$ cat config.mk
export PLATFORM = sky130hd
export DESIGN_NAME = can_slumber_ctl
export DESIGN_NICKNAME = d
export VERILOG_FILES = /design/src/rtl/can_slumber_pkg.sv /design/src/rtl/can_slumber_fsm.sv /design/src/rtl/can_slumber_idle.sv /design/src/rtl/can_slumber_flag.sv /design/src/rtl/can_slumber_ctl.sv
export SDC_FILE = /design/constraint.sdc
export NUM_CORES = 1
export LEC_CHECK = 0
export BUFFER_PORTS_ARGS = -buffer_cell sky130_fd_sc_hd__buf_2
export CAP_MARGIN = 15
export CORE_AREA = 2 2 39 41
export CTS_CLUSTER_DIAMETER = 100
export DETAILED_ROUTE_END_ITERATION = 8
export DIE_AREA = 0 0 41 43
export PLACE_DENSITY = 0.62
export SYNTH_ARGS = -nofsm -noshare
export SYNTH_HDL_FRONTEND = slang
export SYNTH_SLANG_ARGS = --single-unit
$ cat constraint.sdc
create_clock -name clk -period 1.6 [get_ports clk]
set_input_delay 0.24 -clock clk [delete_from_list [all_inputs] [get_ports clk]]
set_output_delay 0.24 -clock clk [all_outputs]
set_load 0.01 [all_outputs]
$ cat src/rtl/can_slumber_pkg.sv
package can_slumber_pkg;
   typedef enum logic [1:0] {
      SLM_AWAKE  = 2'd0,
      SLM_ASLEEP = 2'd1,
      SLM_HOLD   = 2'd2
   } slm_state_e;
endpackage

$ cat src/rtl/can_slumber_fsm.sv
module can_slumber_fsm
   import can_slumber_pkg::*;
#(
   parameter bit STB_QUALIFY = 1'b1
) (
   input  logic       clk,
   input  logic       rst_n,
   input  logic       sleep_req,
   input  logic       bus_dom,
   input  logic       bit_stb,
   input  logic       irq_pend,
   input  logic       idle_done,
   output slm_state_e state,
   output logic       wake_evt,
   output logic       hold_start
);
   logic       req_q;
   logic       req_rise;
   logic       bus_hit;
   slm_state_e nxt;

   generate
      if (STB_QUALIFY) begin : g_stb_wake
         assign bus_hit = bus_dom & bit_stb;
      end else begin : g_level_wake
         assign bus_hit = bus_dom;
      end
   endgenerate

   assign req_rise = sleep_req & ~req_q;

   always_ff @(posedge clk or negedge rst_n) begin
      if (!rst_n) req_q <= 1'b0;
      else        req_q <= sleep_req;
   end

   always_comb begin
      nxt        = state;
      wake_evt   = 1'b0;
      hold_start = 1'b0;
      unique case (state)
         SLM_AWAKE: begin
            if (req_rise) begin
               if (bus_dom || irq_pend) wake_evt = 1'b1;
               else                     nxt      = SLM_ASLEEP;
            end
         end
         SLM_ASLEEP: begin
            if (bus_hit) begin
               nxt        = SLM_HOLD;
               wake_evt   = 1'b1;
               hold_start = 1'b1;
            end else if (!sleep_req) begin
               nxt      = SLM_AWAKE;
               wake_evt = 1'b1;
            end
         end
         SLM_HOLD: begin
            if (idle_done) nxt = SLM_AWAKE;
         end
         default: nxt = SLM_AWAKE;
      endcase
   end

   always_ff @(posedge clk or negedge rst_n) begin
      if (!rst_n) state <= SLM_AWAKE;
      else        state <= nxt;
   end

   AST_REFUSE_SLEEP: assert property (@(posedge clk) disable iff (!rst_n)
      (state == SLM_AWAKE && req_rise && (bus_dom || irq_pend)) |=> state != SLM_ASLEEP) else $error("refuse");
   AST_ENTER_SLEEP: assert property (@(posedge clk) disable iff (!rst_n)
      (state == SLM_AWAKE && req_rise && !bus_dom && !irq_pend) |=> state == SLM_ASLEEP) else $error("enter");
   AST_BUS_WAKE: assert property (@(posedge clk) disable iff (!rst_n)
      (state == SLM_ASLEEP && bus_dom && bit_stb) |=> state == SLM_HOLD) else $error("bus wake");
   AST_SW_WAKE: assert property (@(posedge clk) disable iff (!rst_n)
      (state == SLM_ASLEEP && !sleep_req && !bus_dom) |=> state == SLM_AWAKE) else $error("sw wake");
endmodule

$ cat src/rtl/can_slumber_idle.sv
module can_slumber_idle #(
   parameter int IDLE_BITS = 11
) (
   input  logic clk,
   input  logic rst_n,
   input  logic clear,
   input  logic active,
   input  logic bit_stb,
   input  logic bus_dom,
   output logic idle_done
);
   localparam int CNT_W = (IDLE_BITS < 2) ? 1 : $clog2(IDLE_BITS);
   localparam logic [CNT_W-1:0] LAST = CNT_W'(IDLE_BITS - 1);

   generate
      if (IDLE_BITS < 1) begin : g_bad_len
         $error("IDLE_BITS must be at least 1");
      end
   endgenerate

   logic [CNT_W-1:0] run_cnt;

   assign idle_done = active & bit_stb & ~bus_dom & (run_cnt == LAST);

   always_ff @(posedge clk or negedge rst_n) begin
      if (!rst_n)                    run_cnt <= '0;
      else if (clear)                run_cnt <= '0;
      else if (active && bit_stb) begin
         if (bus_dom || run_cnt == LAST) run_cnt <= '0;
         else                            run_cnt <= run_cnt + 1'b1;
      end
   end

   AST_CNT_NO_STROBE: assert property (@(posedge clk) disable iff (!rst_n)
      (!bit_stb && !clear) |=> $stable(run_cnt)) else $error("count moved");
   AST_CNT_DOM_RESTART: assert property (@(posedge clk) disable iff (!rst_n)
      (active && bit_stb && bus_dom) |=> run_cnt == '0) else $error("restart");
endmodule

$ cat src/rtl/can_slumber_flag.sv
module can_slumber_flag (
   input  logic clk,
   input  logic rst_n,
   input  logic set_evt,
   input  logic enable,
   input  logic clr,
   output logic flag
);
   always_ff @(posedge clk or negedge rst_n) begin
      if (!rst_n)                flag <= 1'b0;
      else if (set_evt && enable) flag <= 1'b1;
      else if (clr)              flag <= 1'b0;
   end

   AST_FLAG_SET: assert property (@(posedge clk) disable iff (!rst_n)
      (set_evt && enable) |=> flag) else $error("flag set");
   AST_FLAG_CLR: assert property (@(posedge clk) disable iff (!rst_n)
      (clr && !(set_evt && enable)) |=> !flag) else $error("flag clr");
   AST_FLAG_HOLD: assert property (@(posedge clk) disable iff (!rst_n)
      (!clr && !(set_evt && enable)) |=> $stable(flag)) else $error("flag hold");
endmodule

$ cat src/rtl/can_slumber_ctl.sv
module can_slumber_ctl
   import can_slumber_pkg::*;
#(
   parameter int IDLE_BITS   = 11,
   parameter bit STB_QUALIFY = 1'b1
) (
   input  logic clk,
   input  logic rst_n,
   input  logic sleep_req,
   input  logic bus_dom,
   input  logic bit_stb,
   input  logic irq_pend,
   input  logic wake_en,
   input  logic wake_clr,
   output logic asleep,
   output logic wake_irq,
   output logic rx_permit
);
   slm_state_e state;
   logic       wake_evt;
   logic       hold_start;
   logic       idle_done;

   can_slumber_fsm #(.STB_QUALIFY(STB_QUALIFY)) fsm_i (
      .clk(clk), .rst_n(rst_n), .sleep_req(sleep_req), .bus_dom(bus_dom),
      .bit_stb(bit_stb), .irq_pend(irq_pend), .idle_done(idle_done),
      .state(state), .wake_evt(wake_evt), .hold_start(hold_start)
   );

   can_slumber_idle #(.IDLE_BITS(IDLE_BITS)) idle_i (
      .clk(clk), .rst_n(rst_n), .clear(hold_start),
      .active(state == SLM_HOLD), .bit_stb(bit_stb), .bus_dom(bus_dom),
      .idle_done(idle_done)
   );

   can_slumber_flag flag_i (
      .clk(clk), .rst_n(rst_n), .set_evt(wake_evt), .enable(wake_en),
      .clr(wake_clr), .flag(wake_irq)
   );

   assign asleep    = (state == SLM_ASLEEP);
   assign rx_permit = (state == SLM_AWAKE);

   AST_SLEEP_BLOCKS_RX: assert property (@(posedge clk) disable iff (!rst_n)
      $rose(asleep) |-> $past(sleep_req) && !$past(irq_pend)) else $error("bad entry");
   AST_BUS_WAKE_GATES: assert property (@(posedge clk) disable iff (!rst_n)
      (asleep && bus_dom && bit_stb) |=> !rx_permit && !asleep) else $error("gate");
endmodule

After elaboration in Yosys (flattened, before gate mapping)
Cells that the tools add are included.
{"block": "word_totals", "ff_bits": 8, "inputBits": 8, "out_inout_bits": 3, "word_cells": 45}
{"block": "op_classes", "mux": 18, "n_eq_ne": 7, "n_reduce_logical": 8, "addsub": 1, "bitwise_logic": 7}
{"op": "two-way mux 4 bit", "n": 3}
{"op": "two-way mux 2 bit", "n": 5}
{"op": "two-way mux 1 bit", "n": 8}
{"op": "one-hot mux 2 bit (3 select lines)", "n": 1}
{"op": "AND 1 bit", "n": 5}
{"op": "adder 4 x 1 -> 4 bit, second input constant", "n": 1}
{"op": "equality test 4 bit, second input constant", "n": 1}
{"op": "inequality test 2 bit, second input constant", "n": 2}
{"op": "AND reduction 4 bit", "n": 1}
{"op": "nonzero test 2 bit", "n": 2}
{"op": "inequality test 3 x 2 -> 1 bit, second input constant", "n": 1}
{"op": "equality test 2 x 1 -> 1 bit, second input constant", "n": 1}
{"op": "equality test 2 bit, second input constant", "n": 1}
{"op": "logical AND 1 bit", "n": 2}
{"op": "logical NOT 2 bit", "n": 1}
{"op": "logical OR 1 bit", "n": 2}
{"op": "inequality test 2 x 1 -> 1 bit, second input constant", "n": 1}
{"op": "inverter 1 bit", "n": 2}
{"op": "one-hot mux 1 bit (2 select lines)", "n": 1}

Longest topological paths before layout
{"block": "logic_depth", "word_depth": 6, "depth_mapped": 5}

By module
Synthesis repeated with hierarchy kept, for this count alone.
{"block": "unflattened", "hier_cells": 49, "hier_area_um2": 464.2}
{"mod": "can_slumber_idle", "n_inst": 1, "cells_per_inst": 27, "area_each_um2": 240.2}
{"mod": "can_slumber_fsm", "n_inst": 1, "cells_per_inst": 15, "area_each_um2": 163.9}
{"mod": "can_slumber_flag", "n_inst": 1, "cells_per_inst": 4, "area_each_um2": 41.3}
{"mod": "can_slumber_ctl", "n_inst": 1, "cells_per_inst": 3, "area_each_um2": 18.8}

Least setup slack after synthesis
No wires, ideal clock.
{"block": "synth_timing", "path_type": "reg-to-reg", "startpoint": "register idle_i.run_cnt[0]", "endpoint": "register idle_i.run_cnt[1]", "setup_slack_ns": 0.225, "stages_incl_launch_ff": 6, "path_buffers": 0, "period_less_slack_ns": 1.375, "arrival_ns": 1.297, "cell_sequence": "dfrtp_1 inv_1 ha_1 and3b_1 or3_1 o2bb2ai_1"}
{"block": "synth_between", "elab_chain_len": 5, "word_cells_on_any_way": 6}
{"element": "start: declaration", "line": "can_slumber_idle.sv:21", "text": "logic [CNT_W-1:0] run_cnt;"}
{"element": "start signal: assignment", "line": "can_slumber_idle.sv:30", "text": "else run_cnt <= run_cnt + 1'b1;"}
{"element": "parallel branches: the longest is 2 deep, another holds adder 4 x 1 -> 4 bit"}
{"element": "two-way mux 4 bit (*)", "line": "can_slumber_idle.sv:29", "text": "if (bus_dom || run_cnt == LAST) run_cnt <= '0;"}
{"element": "two-way mux 4 bit (*)", "line": "can_slumber_idle.sv:28", "text": "else if (active && bit_stb) begin"}
{"element": "two-way mux 4 bit (*)", "line": "can_slumber_idle.sv:27", "text": "else if (clear) run_cnt <= '0;"}
Every way passes the cells marked *. The select of a mux whose other input is x is not followed.
A chain may end at the register's enable or synchronous reset.

Worst setup path after layout
Ends and elaborated chain as after synthesis.

==> results.toml <==
[critical_path]
ff2ff_path_depth = 5
critPathArrivalTime_ns = 1.68
cp-start-kind = "register"
r2r-end = "idle_i.run_cnt[1]"
crit_type = "reg2reg"
worstReg2RegStart = "idle_i.run_cnt[0]"
cp-end-kind = "register"
regToRegSetupSlack_ns = 0.11
cp_data_required_time_ns = 1.79
crit_fanout = 5

[yosys]
synthXorXnorAreaFrac_pct = 1.82
async_flop_share_pct = 100
synth_cell_types = 31
syn_area_per_cell_sq_um = 10.0
synth_top_family_by_area = "simple AND/OR/NAND/NOR gates"
synth_seq_area_share_pct = 41.6
synth-compound-area-share_pct = 20.8
synth.cell_area_sq_um = 482
muxShareOfSynthArea_pct = 0
yosys.area_share.simple_pct = 26.5
synth-edff-count = 0
synthFlopType = "dfrtp_1"
yosys_register_bits = 8
synthesis.nets = 58
syn_inst = 48
yosys_warnings = 0
synthAdderAreaFrac_pct = 5.19

[placement]
portBuffers = 10
gp_congestion = 0.759
dp_hpwl_um = 718

[floorplanning]
die_h_um = 43
io_pins = 11
core-area_sq_um = 1380
fp.dieArea_sq_um = 1760
start_util_pct = 34.8
rows = 14
die_w_um = 41

[worst_hold_path]
worstHoldPathType = "in2reg"
min_path_cells = 1
worstHoldStart = "sleep_req"
holdPathEnd = "fsm_i.req_q"

[layout]
layout_commonest_cell = "buf_2"
nets = 72
n_fill_cell = 139
drive_gt1_share_pct = 30.0
n_antenna_cell = 0
final_cell_mix = "buf_2 (10), dfrtp_1 (8)"
multi_input_area_sq_um = 262
syn2layout_area_growth_pct = 19.5
regArea_sq_um = 200

[sta]
rsz0062_at_grt = "no"
final.setup_skew_ns = 0.00364
fmax_mhz = 673
finalSetupViolCount = 0
holdWs_ns = 0.108
fin_crit_sh_pct = 92.9
max_slew_margin_pct = 79.5
finalHoldViolCount = 0
tightest_slew_ns = 0.305
drv_slew = 0
tns_ns = 0
fin_crit_ns = 1.49

[drt]
met1Wirelength_um = 443
wl_met2_um = 398
drt-total-wl_um = 921
wl_met3_um = 47
ant_nets = 0
detail_route.wl_per_cell_um = 12.1
firstDrtPassIters = 2
drtIter0Drc = 5
dr.max_layer_used = "met4"
avgViaCountPerCell = 5.45
drc = 0
vias = 414

[cts]
cts_buffers = 3
hold_buffers = 1
clock_path_buffers = 2
post-cts-setup-buffers = 0
ctsResizeCount = 0
insertion_delay_ns = 0.26
cts_tree = "yes"
clock_sinks = 8
cts-root-buf = "clkbuf_4"
clkTransAtPathRegs_ns = 0.06
htreeDepth = 1

[pwr]
p_total_mw = 0.480
p_sw_mw = 0.128
power.density_nw_per_um2 = 834
p_comb_share_pct = 14.8
p_clk_share_pct = 33.3
power_frac_seq_pct = 51.9
internal-power_mw = 0.351
vdd_drop_max_mv = 0.324
p_leak_nw = 0.276
swShare_pct = 26.8

[global_routing]
antenna_found_initial = 0
grt-ovfl-total = 0
grtUsageTotal_pct = 14.1
grt_pass1_wl_mm = 1.64
grt_max_degree = 11
first_global_vias = 393

[job]
maxCapViolCount = 0

[outcome]
status = "completed"
[sequential cells by signal (all words and copies together) (netlist names)]
name	cells
fsm_i.state	2
flag_i.flag	1
fsm_i.req_q	1
idle_i.run_cnt	4
[kinds of logic (layout without fill, tap and decap cells)]
logic type / count (synthesis) / after routing
simple gates: 19 / 19
compound gates: 13 / 13
flops: 8 / 8
buf+inv: 5 / 17
fa+ha+maj: 2 / 2
xor+xnor: 1 / 1
[Yosys cell counts (2+ instances only)]
cell,count,area share [%]
dfrtp_1,8,42
inv_1,3,2.3
nor2_1,3,2.3
o21ai_0,3,3.1
and3b_1,2,3.6
ha_1,2,5.2
nor4_1,2,2.6
o2bb2ai_1,2,3.6
[per-layer routing]
metal | up-vias | global-route usage, %
li1 | 202 | -
met1 | 195 | 19.0
met2 | 12 | 18.1
met3 | 5 | 4.71
met4 | 0 | 10.0
met5 | - | 0
[how the worst max path moves through the flow]
stage	startpoint	to	slack, ns	cells after the start
2_1_floorplan	idle_i.run_cnt[0]	idle_i.run_cnt[1]	0.22	5
3_3_place_gp	idle_i.run_cnt[0]	idle_i.run_cnt[1]	0.19	5
3_5_place_dp	idle_i.run_cnt[0]	idle_i.run_cnt[1]	0.14	5
4_1_cts	idle_i.run_cnt[0]	idle_i.run_cnt[1]	0.12	5
5_1_grt	idle_i.run_cnt[0]	idle_i.run_cnt[1]	0.01	5
6_report	idle_i.run_cnt[0]	idle_i.run_cnt[1]	0.11	5
[power by group through the flow]
stage	logic [mW]	registers, mW	clock network, mW
floorplan	0.0485	0.246	0
global placement	0.0691	0.252	0
detailed placement	0.0704	0.252	0
CTS	0.0718	0.249	0.164
global route	0.0804	0.252	0.175
finish	0.0710	0.249	0.160
[area by class of cell]
class                           instances  area share, %
Clock buffer                            3           3.91
Inverter                                3           1.96
Multi-Input combinational cell         35           45.4
Sequential cell                         8           34.8
Tap cell                               16           3.48
Timing Repair Buffer                   11           10.4
[worst max-delay path, stage by stage (launching register included)]
cell	delay (ns)
dfrtp_1	0.40
inv_1	0.08
ha_1	0.19
and3b_1	0.22
or3_1	0.38
o2bb2ai_1	0.15
[per-stage QoR]
step / instance area (sq um) / instances / util, % / setup slack [ns]
6_report: 576 / 76 / 41.6 / 0.113
5_1_grt: 576 / 76 / 41.6 / 0.0134
4_1_cts: 576 / 76 / 41.6 / 0.117
3_5_place_dp: 543 / 72 / 39.2 / 0.139
3_3_place_gp: 543 / 72 / 39.2 / 0.188
2_1_floorplan: 482 / 48 / - / 0.225
No activity file was read; power rests on OpenSTA's default activity.
